$ cat config.mk
export PLATFORM = sky130hd
export DESIGN_NAME = tick_prescaler
export DESIGN_NICKNAME = d
export VERILOG_FILES = /design/src/rtl/presc_pkg.sv /design/src/rtl/presc_ctrl.sv /design/src/rtl/presc_divider.sv /design/src/rtl/presc_edge.sv /design/src/rtl/presc_tap.sv /design/src/rtl/tick_prescaler.sv
export SDC_FILE = /design/constraint.sdc
export NUM_CORES = 1
export LEC_CHECK = 0
export BUFFER_PORTS_ARGS = -buffer_cell sky130_fd_sc_hd__buf_2
export CORE_ASPECT_RATIO = 0.8
export CORE_MARGIN = 5
export CORE_UTILIZATION = 45
export CTS_CLUSTER_SIZE = 28
export DETAILED_ROUTE_END_ITERATION = 16
export PLACE_DENSITY = 0.65
export SLEW_MARGIN = 5
export SYNTH_ARGS = -nofsm -noshare
export SYNTH_HDL_FRONTEND = slang
export SYNTH_SLANG_ARGS = --single-unit
$ cat constraint.sdc
create_clock -name clk -period 3 [get_ports clk]
set_input_delay 0.3 -clock clk [delete_from_list [all_inputs] [get_ports clk]]
set_output_delay 0.3 -clock clk [all_outputs]
set_load 0.01 [all_outputs]
$ cat src/rtl/presc_pkg.sv
package presc_pkg;

   localparam int CSEL_W = 3;

   localparam logic [CSEL_W-1:0] CS_OFF      = 3'd0;
   localparam logic [CSEL_W-1:0] CS_EVERY    = 3'd1;
   localparam logic [CSEL_W-1:0] CS_EXT_FALL = 3'd6;
   localparam logic [CSEL_W-1:0] CS_EXT_RISE = 3'd7;

   typedef enum logic [1:0] {
      SRC_OFF,
      SRC_DIV,
      SRC_FALL,
      SRC_RISE
   } tick_src_e;

   // log2 of the division factor chosen by a select code
   function automatic int tap_shift(logic [CSEL_W-1:0] code, bit ext_en);
      int sh;
      sh = 0;
      if (ext_en) begin
         case (code)
            3'd2:    sh = 3;
            3'd3:    sh = 6;
            3'd4:    sh = 8;
            3'd5:    sh = 10;
            default: sh = 0;
         endcase
      end else begin
         case (code)
            3'd2:    sh = 3;
            3'd3:    sh = 5;
            3'd4:    sh = 6;
            3'd5:    sh = 7;
            3'd6:    sh = 8;
            3'd7:    sh = 10;
            default: sh = 0;
         endcase
      end
      return sh;
   endfunction

   function automatic tick_src_e decode_src(logic [CSEL_W-1:0] code, bit ext_en);
      tick_src_e s;
      if (code == CS_OFF)                    s = SRC_OFF;
      else if (ext_en && code == CS_EXT_RISE) s = SRC_RISE;
      else if (ext_en && code == CS_EXT_FALL) s = SRC_FALL;
      else                                    s = SRC_DIV;
      return s;
   endfunction

endpackage

$ cat src/rtl/presc_ctrl.sv
module presc_ctrl (
   input  logic clk,
   input  logic rst,
   input  logic we,
   input  logic wr_hold,
   input  logic wr_restart,
   output logic hold_q,
   output logic restart_q
);

   always_ff @(posedge clk) begin
      if (rst) begin
         hold_q    <= 1'b0;
         restart_q <= 1'b0;
      end else if (we) begin
         hold_q <= wr_hold;
         if (wr_restart)
            restart_q <= 1'b1;
         else if (!wr_hold)
            restart_q <= 1'b0;
      end else if (restart_q && !hold_q) begin
         restart_q <= 1'b0;
      end
   end

endmodule

$ cat src/rtl/presc_divider.sv
module presc_divider #(
   parameter int DIV_W = 10
) (
   input  logic             clk,
   input  logic             rst,
   input  logic             clr,
   output logic [DIV_W-1:0] cnt
);

   always_ff @(posedge clk) begin
      if (rst || clr)
         cnt <= '0;
      else
         cnt <= cnt + 1'b1;
   end

endmodule

$ cat src/rtl/presc_edge.sv
module presc_edge #(
   parameter int SYNC_N = 2
) (
   input  logic clk,
   input  logic rst,
   input  logic pin,
   output logic rise,
   output logic fall
);

   logic [SYNC_N:0] shreg;

   always_ff @(posedge clk) begin
      if (rst)
         shreg <= '0;
      else
         shreg <= {shreg[SYNC_N-1:0], pin};
   end

   assign rise =  shreg[SYNC_N-1] & ~shreg[SYNC_N];
   assign fall = ~shreg[SYNC_N-1] &  shreg[SYNC_N];

endmodule

$ cat src/rtl/presc_tap.sv
module presc_tap
   import presc_pkg::*;
#(
   parameter int DIV_W  = 10,
   parameter bit EXT_EN = 1'b1
) (
   input  logic [CSEL_W-1:0] csel,
   input  logic [DIV_W-1:0]  cnt,
   input  logic              halt,
   input  logic              ext_rise,
   input  logic              ext_fall,
   output logic              tick
);

   logic [DIV_W-1:0] mask;
   tick_src_e        src;

   always_comb begin
      src  = decode_src(csel, EXT_EN);
      mask = {DIV_W{1'b1}} >> (DIV_W - tap_shift(csel, EXT_EN));
      unique case (src)
         SRC_OFF:  tick = 1'b0;
         SRC_DIV:  tick = !halt && ((cnt & mask) == mask);
         SRC_FALL: tick = ext_fall;
         SRC_RISE: tick = ext_rise;
         default:  tick = 1'b0;
      endcase
   end

endmodule

$ cat src/rtl/tick_prescaler.sv
module tick_prescaler
   import presc_pkg::*;
#(
   parameter int NUM_CH = 2,
   parameter int DIV_W  = 10,
   parameter bit EXT_EN = 1'b1,
   parameter int SYNC_N = 2
) (
   input  logic                     clk,
   input  logic                     rst,
   input  logic [NUM_CH*CSEL_W-1:0] csel,
   input  logic                     ext_pin,
   input  logic                     ctl_we,
   input  logic                     ctl_hold,
   input  logic                     ctl_restart,
   output logic [NUM_CH-1:0]        tick,
   output logic                     hold_o,
   output logic                     restart_o
);

   localparam int MIN_DIV_W = 10;

   generate
      if (DIV_W < MIN_DIV_W) begin : g_bad_w
         $error("DIV_W must cover the 1024 tap");
      end
      if (NUM_CH < 1) begin : g_bad_ch
         $error("NUM_CH must be at least one");
      end
      if (SYNC_N < 2) begin : g_bad_sync
         $error("SYNC_N must be at least two");
      end
   endgenerate

   logic [DIV_W-1:0] div_cnt;
   logic             ext_rise;
   logic             ext_fall;

   presc_ctrl u_ctrl (
      .clk        (clk),
      .rst        (rst),
      .we         (ctl_we),
      .wr_hold    (ctl_hold),
      .wr_restart (ctl_restart),
      .hold_q     (hold_o),
      .restart_q  (restart_o)
   );

   presc_divider #(.DIV_W(DIV_W)) u_div (
      .clk (clk),
      .rst (rst),
      .clr (restart_o),
      .cnt (div_cnt)
   );

   generate
      if (EXT_EN) begin : g_ext
         presc_edge #(.SYNC_N(SYNC_N)) u_edge (
            .clk  (clk),
            .rst  (rst),
            .pin  (ext_pin),
            .rise (ext_rise),
            .fall (ext_fall)
         );
      end else begin : g_noext
         assign ext_rise = 1'b0;
         assign ext_fall = 1'b0;
      end

      for (genvar c = 0; c < NUM_CH; c++) begin : g_ch
         presc_tap #(.DIV_W(DIV_W), .EXT_EN(EXT_EN)) u_tap (
            .csel     (csel[c*CSEL_W +: CSEL_W]),
            .cnt      (div_cnt),
            .halt     (restart_o),
            .ext_rise (ext_rise),
            .ext_fall (ext_fall),
            .tick     (tick[c])
         );
      end
   endgenerate

endmodule

==> results.cfg, run 1 <==
[status]
status = finished clean

[setup_path]
crit_top_cell = buf_2
path_buf_inv = 2
worstPathCellList = buf_2 -> nor2b_1 -> nand2_1 -> ha_1 -> or2_2 -> a211oi_1 -> nor3_1 -> a31oi_1 -> a21oi_1 -> buf_2
required_ns = 2.70
end_kind = output pin
critPathTopFamily = simple AND/OR/NAND/NOR gates
path_class = in2out
cp.arrival_ns = 2.30
slowest_stage = ha_1
crit_path_max_incr_delay_ns = 0.41
crit_path_start_kind = input pin
worstPathMaxFanout = 10

[synthesis]
ys_seq_area_share_pct = 27.7
synth.most_common_cell = dfxtp_1
synth_ff_type = dfxtp_1
synth_top_area_share_pct = 27.7
syn_area_mm2 = 0.00108
synth_nets = 156
yosys-top-cells-count = dfxtp_1, nor2_1, nand2_1
yosysTopAreaCell = dfxtp_1
synth-edff-count = 0
post_synth_num_cell_types = 45
post_synth.cell_area_avg_um2 = 7.68
ys_seq_elements = 15
ys_warn_count = 0
syn_inst = 141
synth-async-reset-ratio_pct = 0
yosys-top-cells-area = dfxtp_1, xor2_1, nor2_1, nand2_1, a21oi_1

[route]
via_per_inst = 5.70
post_drt_wl_per_cell_um = 13.5
routed_wl_um = 2370
first_pass_iters = 4
detail-route-antenna-nets = 0
drtIter0Drc = 45
vias = 998
post-route-drc-count = 0

[power_and_ir_drop]
switchingPower_mw = 0.126
p_per_area_mw_per_mm2 = 367
combPwrFrac_pct = 22.3
p_int_mw = 0.298
finalPower_mw = 0.424
switching_share_pct = 29.7
p_seq_share_pct = 50.7
leakage_nw = 0.504
p_clk_share_pct = 27.0
ir_worst_vdd_v = 0.000272

[flow_run]
maxCapViolCount = 0

[die]
die_h_um = 53.9
core_mm2 = 0.00223
start_util_pct = 48.5
dieArea_mm2 = 0.00350
io_pins = 16
fp.dieW_um = 64.9
rows = 15

[final_layout]
diodes = 0
fin_cells = 175
fin_area_mm2 = 0.00115
nets = 166
layout-drive-gt1-share_pct = 18.7
post-route-util_pct = 51.7
area_growth_pct = 6.58

[hold_path]
worstHoldPathType = in2reg

[timing]
holdWs_ns = 0.215
finClkSkew_ns = 0.0101
fin_ws_ns = 0.398
slew_viol_final = 0
hold_viol_final = 0
relSlewSlack_pct = 76.4
setup_viol = 0
tightest_slew_ns = 0.354
fmax_mhz = 384
min_period_over_period_pct = 86.7
timing.setup.tns_ns = 0
period_needed_ns = 2.60
rsz0062_at_grt = no

[clock_network]
cts_buffer_depth = 2
cts_resized = 0
clkTransAtPathRegs_ns = 0.09
clkSinkCount = 15
clock-root-buffer = clkbuf_4
clk_latency_ns = 0.29
cts_setup_buffers = 0
postCtsHoldBufs = 0
h-tree-depth = 1
cts_tree = done
cts_buffers = 3

[placement]
placement.cell_area_mm2 = 0.00113
place_congestion = 0.898
dp_cells = 171
port_buffers = 15
dpl.hpwl_um = 1820
place_ws_ns = 0.426

[grt]
grt_pass1_wl_um = 3860
grt.total_usage_pct = 14.3
grt_antenna_before_repair = 0
grt_start_max_net_pins = 12
overflow = 0
grt_pass1_vias = 883
cell type report:
cell class	instances	area [um^2]
Timing Repair Buffer	15	75.1
Clock inverter	1	5.00
Tap cell	25	31.3
Sequential cell	15	300
Multi-Input combinational cell	113	709
Fill cell	223	1080
Inverter	3	11.3
Clock buffer	3	22.5
final timing paths:
check                                   start                               end  slack, ns  cells past startpoint
max reg2reg           u_div.cnt[2]$_SDFF_PP0_           u_div.cnt[7]$_SDFF_PP0_       1.58                      5
min reg2reg  g_ext.u_edge.shreg[0]$_SDFF_PP0_  g_ext.u_edge.shreg[1]$_SDFF_PP0_       0.46                      1
min                                   ext_pin  g_ext.u_edge.shreg[0]$_SDFF_PP0_       0.21                      2
max                                   csel[4]                           tick[1]       0.40                     10
placed cells by master, fill, tap and decap left out, drive strengths merged, types with 3 or more instances in the layout:
master	instances
dfxtp	15
buf	15
nor2	14
nand2	14
a21oi	8
nand3	8
xor2	7
nor2b	6
o21ai	6
nand2b	6
nor3	4
a31oi	4
a21o	4
inv	3
ha	3
clkbuf	3
per-layer routing:
layer / vias up / global-route usage [%] / wire (um)
li1: 518 / - / -
met1: 457 / 18.4 / 1180
met2: 23 / 23.9 / 1050
met3: 0 / 5.22 / 142
met4: 0 / 1.05 / 0
met5: - / 0 / 0
kinds of logic (layout without fill, tap and decap cells):
logic type / count (synthesis) / in the layout / synth area share, %
adder cells (fa/ha/maj): 3 / 3 / 3.46
flip-flops: 15 / 15 / 27.7
multiplexers: 1 / 1 / 0.924
AO/OA/AOI/OAI: 38 / 38 / 24.0
AND/OR/NAND/NOR: 63 / 63 / 30.6
XOR/XNOR: 8 / 8 / 6.47
buffers and inverters: 13 / 22 / 6.81
sequential cells by signal, indices dropped and copies added, names as in the netlist:
name	flops
u_div.cnt	10
g_ext.u_edge.shreg	3
u_ctrl.restart_q	1
u_ctrl.hold_q	1
power groups by stage:
| stage | logic, mW | registers, mW | clock network (mW) |
|---|---|---|---|
| 2_1_floorplan | 0.0736 | 0.217 | 0 |
| 3_3_place_gp | 0.0907 | 0.220 | 0 |
| 3_5_place_dp | 0.0940 | 0.219 | 0 |
| 4_1_cts | 0.0941 | 0.215 | 0.116 |
| 5_1_grt | 0.105 | 0.216 | 0.125 |
| 6_report | 0.0947 | 0.215 | 0.114 |
worst reg2reg max path, cell delays in order, from the launching register on:
cell and delay, ns:
dfxtp_1 0.44, and2_1 0.30, and4_1 0.28, nand3_1 0.10, xor2_1 0.15, nor2_1 0.05
(Power assumes the default switching activity.)
==> run 2, diff against run 1 <==
==> constraint.sdc (replaced) <==
create_clock -name clk -period 2.7 [get_ports clk]
set_input_delay 0.27 -clock clk [delete_from_list [all_inputs] [get_ports clk]]
set_output_delay 0.27 -clock clk [all_outputs]
set_load 0.01 [all_outputs]
==> results.cfg, run 2 (synthesized netlist as in run 1, its figures left out) <==
[clock_network]
cts_buffer_depth = 2
clk_latency_ns = 0.28
cts_resized = 0
postCtsHoldBufs = 0
cts_buffers = 3
clock-root-buffer = clkbuf_4
cts_tree = done
clkSinkCount = 15
clkTransAtPathRegs_ns = 0.09
h-tree-depth = 1
cts_setup_buffers = 0

[power_and_ir_drop]
leakage_nw = 0.507
p_per_area_mw_per_mm2 = 407
finalPower_mw = 0.472
ir_worst_vdd_v = 0.000283

[final_layout]
fill_cells = 215
diodes = 0
fin_cells = 176
top_regs = u_div.cnt: 10 flops, g_ext.u_edge.shreg: 3 flops
largest_reg_flops = 10
top_register = u_div.cnt
layout-drive-gt1-share_pct = 18.5
area_growth_pct = 7.16
nets = 167
final_cell_mix = dfxtp_1, buf_2, nor2_1

[setup_path]
cp.arrival_ns = 2.21
required_ns = 2.43
crit_path_start_kind = input pin
end_kind = output pin
worstPathMaxFanout = 7
path_class = in2out

[timing]
rsz0062_at_grt = no
fmax_mhz = 404
tightest_slew_ns = 0.354
timing.setup.tns_ns = 0
fin_ws_ns = 0.224
setup_viol = 0
finClkSkew_ns = 0.000261
hold_viol_final = 0
slew_viol_final = 0
period_needed_ns = 2.48
relSlewSlack_pct = 76.4
min_period_over_period_pct = 91.7

[placement]
place_congestion = 0.874
dpl.hpwl_um = 1770
place_ws_ns = 0.227
dp_cells = 172
port_buffers = 15

[grt]
grt_antenna_before_repair = 0
overflow = 0
grt_pass1_vias = 892
grt_pass1_wl_um = 4080
grt.total_usage_pct = 15.1
grt_start_max_net_pins = 12

[route]
post-route-drc-count = 0
post_drt_wl_per_cell_um = 13.4
detail-route-antenna-nets = 0
vias = 1020
drtIter0Drc = 39
first_pass_iters = 4
routed_wl_um = 2360
via_per_inst = 5.80

[flow_run]
maxCapViolCount = 0

[die]
io_pins = 16
dieArea_mm2 = 0.00350
die_h_um = 53.9
core_mm2 = 0.00223
fp.dieW_um = 64.9
rows = 15
start_util_pct = 48.5

[status]
status = finished clean

[hold_path]
worstHoldPathType = in2reg
==> run 2: path summary, 6_finish.rpt <==
path	startpoint	end	slack [ns]	depth (start not counted)
hold / removal	ext_pin	g_ext.u_edge.shreg[0]$_SDFF_PP0_	0.19	2
hold reg to reg	g_ext.u_edge.shreg[0]$_SDFF_PP0_	g_ext.u_edge.shreg[1]$_SDFF_PP0_	0.46	1
setup reg to reg	u_div.cnt[2]$_SDFF_PP0_	u_div.cnt[8]$_SDFF_PP0_	1.29	5
setup / recovery	csel[2]	tick[0]	0.22	10
==> run 2: layer usage <==
layer | part of all wire (%) | vias to the layer above | global-route usage [%]
li1 | - | 520 | -
met5 | 0 | - | 0
met3 | 7.4 | 0 | 5.22
met1 | 48 | 462 | 21.1
met4 | 0 | 0 | 2.11
met2 | 45 | 38 | 22.9
==> run 2: area by class of cell <==
class                      instances  area, um^2  area share, %
multi-input combinational        113         709           61.1
sequential                        15         300           25.9
timing repair buffer              16        82.6           7.11
tap                               25        31.3           2.69
clock buffer                       4        26.3           2.26
inverter                           3        11.3          0.970
==> run 2: through the flow <==
stage | utilization, % | hold WS [ns] | area (um^2)
after floorplan | - | 0.342 | 1080
after global placement | 50.8 | 0.432 | 1130
after detailed placement | 50.8 | 0.452 | 1130
after CTS | 52.0 | 0.189 | 1160
after global routing | 52.0 | 0.209 | 1160
final | 52.0 | 0.192 | 1160
==> run 2: power by group <==
part | internal [mW] | total [mW] | leakage, nW | switching (mW)
clock network | 0.0574 | 0.128 | 0.0150 | 0.0704
registers | 0.228 | 0.238 | 0.122 | 0.00998
logic | 0.0491 | 0.106 | 0.370 | 0.0574
==> run 2: worst max-delay path: stages <==
cell,delay [ns]
buf_2,0.12
and2b_4,0.22
nand2_4,0.07
ha_1,0.27
and2b_1,0.20
nand2b_2,0.13
a31oi_1,0.07
or3_1,0.33
a222oi_1,0.33
buf_2,0.19
